$ cat src/rtl/rst_origin_seq.sv
module rst_origin_seq #(
  parameter int DRIVE_CYC   = 8,
  parameter int SAMPLE_GAP  = 4,
  parameter int SYNC_STAGES = 2
) (
  input  logic       clk,
  input  logic       rst_n,
  input  logic       bus_ce,
  input  logic       wdog_req,
  input  logic       cmon_req,
  input  logic       pin_in,
  output logic       pin_pull,
  output logic       sys_rst,
  output logic       cause_ext,
  output logic [1:0] cause_code
);
  localparam int CMAX = (DRIVE_CYC > SAMPLE_GAP) ? DRIVE_CYC : SAMPLE_GAP;
  localparam int CW   = $clog2(CMAX + 1);
  localparam logic [CW-1:0] DRV_LAST = CW'(DRIVE_CYC - 1);
  localparam logic [CW-1:0] GAP_LAST = CW'(SAMPLE_GAP - 1);

  typedef enum logic [1:0] {S_IDLE, S_DRIVE, S_GAP, S_HOLD} st_t;

  st_t                  state;
  logic [CW-1:0]        cnt;
  logic [1:0]           src_q;
  logic [SYNC_STAGES-1:0] sync_q;
  logic                 pin_s;
  logic                 start;

  always_ff @(posedge clk or negedge rst_n)
    if (!rst_n) sync_q <= '1;
    else        sync_q <= {sync_q[SYNC_STAGES-2:0], pin_in};

  assign pin_s    = sync_q[SYNC_STAGES-1];
  assign start    = (state == S_IDLE) && bus_ce && (wdog_req || cmon_req || !pin_s);
  assign pin_pull = (state == S_DRIVE);
  assign sys_rst  = (state != S_IDLE);

  always_ff @(posedge clk or negedge rst_n) begin
    if (!rst_n) begin
      state      <= S_IDLE;
      cnt        <= '0;
      src_q      <= 2'b00;
      cause_ext  <= 1'b0;
      cause_code <= 2'b00;
    end else begin
      case (state)
        S_IDLE:
          if (start) begin
            state      <= S_DRIVE;
            cnt        <= '0;
            src_q      <= {cmon_req, wdog_req};
            cause_ext  <= 1'b0;
            cause_code <= 2'b00;
          end
        S_DRIVE:
          if (bus_ce) begin
            if (cnt == DRV_LAST) begin
              state <= S_GAP;
              cnt   <= '0;
            end else cnt <= cnt + 1'b1;
          end
        S_GAP:
          if (bus_ce) begin
            if (cnt == GAP_LAST) begin
              cnt <= '0;
              if (pin_s) begin
                state      <= S_IDLE;
                cause_ext  <= 1'b0;
                cause_code <= src_q;
              end else begin
                state      <= S_HOLD;
                cause_ext  <= 1'b1;
                cause_code <= 2'b00;
              end
            end else cnt <= cnt + 1'b1;
          end
        S_HOLD:
          if (bus_ce && pin_s) state <= S_IDLE;
        default: state <= S_IDLE;
      endcase
    end
  end

  logic [CW-1:0] drv_ticks;
  always_ff @(posedge clk or negedge rst_n)
    if (!rst_n)         drv_ticks <= '0;
    else if (!pin_pull) drv_ticks <= '0;
    else if (bus_ce)    drv_ticks <= drv_ticks + 1'b1;

  assert_drive_len_R1: assert property (@(posedge clk) disable iff (!rst_n)
    $fell(pin_pull) |-> drv_ticks == CW'(DRIVE_CYC));

  assert_pull_from_idle_R1: assert property (@(posedge clk) disable iff (!rst_n)
    $rose(pin_pull) |-> !$past(sys_rst));

  assert_ext_code_R3: assert property (@(posedge clk) disable iff (!rst_n)
    cause_ext |-> cause_code == 2'b00);

  assert_release_pin_high_R6: assert property (@(posedge clk) disable iff (!rst_n)
    $fell(sys_rst) |-> pin_s);

  assert_cause_hold_R7: assert property (@(posedge clk) disable iff (!rst_n)
    (!sys_rst && !start) |=> $stable({cause_ext, cause_code}));

  assert_ignore_req_R8: assert property (@(posedge clk) disable iff (!rst_n)
    (sys_rst && !$past(!sys_rst)) |-> $stable(src_q));
endmodule

$ cat config.mk
export PLATFORM = sky130hd
export DESIGN_NAME = rst_origin_seq
export DESIGN_NICKNAME = d
export VERILOG_FILES = /design/src/rtl/rst_origin_seq.sv
export SDC_FILE = /design/constraint.sdc
export NUM_CORES = 1
export LEC_CHECK = 0
export BUFFER_PORTS_ARGS = -buffer_cell sky130_fd_sc_hd__buf_2
export CAP_MARGIN = 25
export CORE_MARGIN = 2
export CORE_UTILIZATION = 54
export DETAILED_ROUTE_END_ITERATION = 12
export PLACE_DENSITY_LB_ADDON = 0.08
export SETUP_SLACK_MARGIN = 0.1
export SLEW_MARGIN = 10
export SYNTH_ARGS = -nofsm -noshare
export SYNTH_HDL_FRONTEND = slang
export SYNTH_SLANG_ARGS = --single-unit
$ cat constraint.sdc
create_clock -name clk -period 2.8 [get_ports clk]
set_clock_uncertainty 0.1 [all_clocks]
set_input_delay 0.28 -clock clk [delete_from_list [all_inputs] [get_ports clk]]
set_output_delay 0.28 -clock clk [all_outputs]
set_load 0.005 [all_outputs]
==> impl_results.md <==
* Outcome: completed
* Max cap viols at 0
* Pins Over Slew Limit at 0
* Worst slew pin tran at 0.469 ns
* Cell Count, Final, Fillers Out at 102
* CP max stage delay at 0.41 ns
* CP Capture Type: flip-flop
* RSZ-0062 raised after global routing: no
* Clk Latency, worst-skew pair at 0.28 ns
* Routed vias/inst at 5.55
* Area grow syn2layout at 11.5%
* Worst-path clk slew at 0.07 ns
* CTS buffer count at 3
* Period utilization at 78.8%
* Most frequent cells in the layout: 11 x dfrtp_1, 10 x buf_2, 7 x inv_1
* Clk sink count at 13
* Hold depth at 2
* Sequential fraction of the synthesis area at 40.8%
* # H-tree levels at 1
* Synthesized Nets at 85
* Post-CTS setup buffers at 0
* Pwr Density at 934 nW/um^2
* Post-DP HPWL at 1040 um
* Tot GR Track Use at 16.9%
* DP Area at 850 um^2
* Syn_area_per_cell at 11.0 um^2
* Buffers on Ports at 10
* Largest net degree at the start of global routing at 14
* Worst r2r path cells at 6
* Placed insts at 96
* WL per Instance at 13.1 um
* Util after Layout at 66.4%
* Share of layout cells above drive strength 1 at 27.6%
* Crit-path slowest cell: dfrtp_1
* CTS tree: built
* Final WL at 1340 um
* Initial antenna violation count at 0
* Number of global-route vias before repair at 529
* Crit Path Class: reg2reg
* DRC at 0
* Syn Inst Count at 73
* Hold-fix buffers at CTS at 2
* Longest Clk Path Bufs at 2
* Gp weighted congestion at 0.764
* Final Critical Period at 2.21 ns
* Wire length of the first global-routing pass at 2290 um
* Num rows at 13
* Nets at 100
* Core area at 1350 um^2
* Most common cell after layout, fill and taps aside: dfrtp_1
* Iteration-0 DRC Markers at 8
* WP data required at 2.86 ns
* Yosys cell types at 30
* CTS resizes at 0
* Synth Register Bits at 13
* Die ar. at 1810 um^2
* Die width at 42.6 um
* Root Buffer Master: clkbuf_4
* Total number of vias at 566
* Max_slew headroom at 68.7%
* Data arrival, critical path at 2.27 ns
* ANT cells at 0
* Total negative setup slack at 0 ns
* CP Cell Sequence: inv_1 -> ha_1 -> and4bb_4 -> or2_4 -> a211oi_4 -> mux2_2
* Crit path max fanout at 8
* Fmax at 0.453 GHz
* Synthesized area at 803 um^2
* Final Hold Vio Count at 0
* Min-delay worst type: in2reg
* Initial DRT Pass Iterations at 4
* Final ANT Viol Nets at 0
* Startpoint types: flip-flop
* Leak Pwr at 0.418 nW
* I/O Pins at 11
* Initial Utilization at 59.5%
* Number of fill cells in the layout at 101
* Peak VDD IR at 653 uV
* Final Cell Area at 896 um^2
* Endpoints failing setup at 0
* Die Y at 42.6 um
* Worst hold slack at 0.186 ns
* Grt ovf at 0
* YS warnings at 0
[power breakdown]
part           switching (mW)  leakage (nW)  internal, mW  total, mW
registers              0.0363         0.167         0.240      0.276
clock network          0.0607        0.0150        0.0553      0.116
logic                   0.248         0.237         0.197      0.445
[final timing paths]
path	slack, ns	from	end
worst max-delay path	0.59	state[1]$_DFFE_PN0P_	cause_code[0]$_DFFE_PN0P_
worst min-delay path	0.19	cmon_req	src_q[1]$_DFFE_PN0P_
worst max register to register	0.59	state[1]$_DFFE_PN0P_	cause_code[0]$_DFFE_PN0P_
worst min register to register	0.26	sync_q[0]$_DFF_PN1_	sync_q[1]$_DFF_PN1_
max in group asynchronous	2.02	rst_n	sync_q[0]$_DFF_PN1_
min in group asynchronous	0.30	rst_n	cnt[1]$_DFFE_PN0P_
[area by class of cell]
| class | count | area, um^2 | area share [%] |
|---|---|---|---|
| Clock buffer | 4 | 26.3 | 2.93 |
| Inverter | 7 | 26.3 | 2.93 |
| Multi-Input combinational cell | 51 | 427 | 47.6 |
| Sequential cell | 13 | 328 | 36.6 |
| Tap cell | 15 | 18.8 | 2.09 |
| Timing Repair Buffer | 12 | 70.1 | 7.82 |
[logic make-up after synthesis]
| family | Yosys count | synth area share, % |
|---|---|---|
| buffers and inverters | 9 | 6.08 |
| adders and majority gates | 6 | 9.35 |
| DFF | 13 | 40.8 |
| and+or+nand+nor | 24 | 18.4 |
| muxes | 5 | 6.54 |
| AOI/OAI and AO/OA | 16 | 18.8 |
[cells in the mapped netlist (all sizes together)]
cell type / count / area (um^2)
ha: 6 / 75.1
inv: 7 / 26.3
a2111oi: 1 / 27.5
a211oi: 1 / 20.0
a21oi: 3 / 15.0
or2: 2 / 15.0
o21ba: 1 / 10.0
nor2: 6 / 22.5
buf: 2 / 22.5
mux2: 2 / 22.5
nand2b: 2 / 12.5
mux2i: 3 / 30.0
dfrtp: 11 / 275
nand3: 4 / 20.0
o211ai: 3 / 22.5
nor3: 1 / 5.00
o2bb2ai: 2 / 17.5
nand2: 1 / 3.75
and3: 2 / 13.8
dfstp: 2 / 52.6
and4bb: 1 / 16.3
o21ai: 3 / 18.8
or4b: 1 / 13.8
nor2b: 3 / 18.8
a32o: 2 / 20.0
nor4: 1 / 6.26
[metrics by stage]
| stage | setup slack (ns) | power, mW |
|---|---|---|
| floorplan | 0.731 | 0.642 |
| global placement | 0.661 | 0.709 |
| detailed placement | 0.598 | 0.724 |
| CTS | 0.587 | 0.845 |
| global route | 0.494 | 0.907 |
| finish | 0.593 | 0.837 |
[per-layer routing]
layer	up-vias	routed length, um	track usage [%]
li1	291	-	-
met1	259	683	25.7
met2	14	573	24.3
met3	2	60	2.59
met4	0	17	5.63
met5	-	0	0
[flip-flops by register name (all words and copies together), names as in the netlist]
name and cells:
cause_code 2, cause_ext 1, state 2, cnt 4, sync_q 2, src_q 2
[worst max-delay path, delay by kind of cell (launching register included)]
kind | cells | cell delay [ns]
AND/OR/NAND/NOR | 2 | 0.53
buffers and inverters | 1 | 0.11
flip-flops | 1 | 0.41
adder cells (fa/ha/maj) | 1 | 0.29
AO/OA/AOI/OAI | 1 | 0.29
multiplexers | 1 | 0.37
Note: power is estimated with default switching activity, not from simulation.
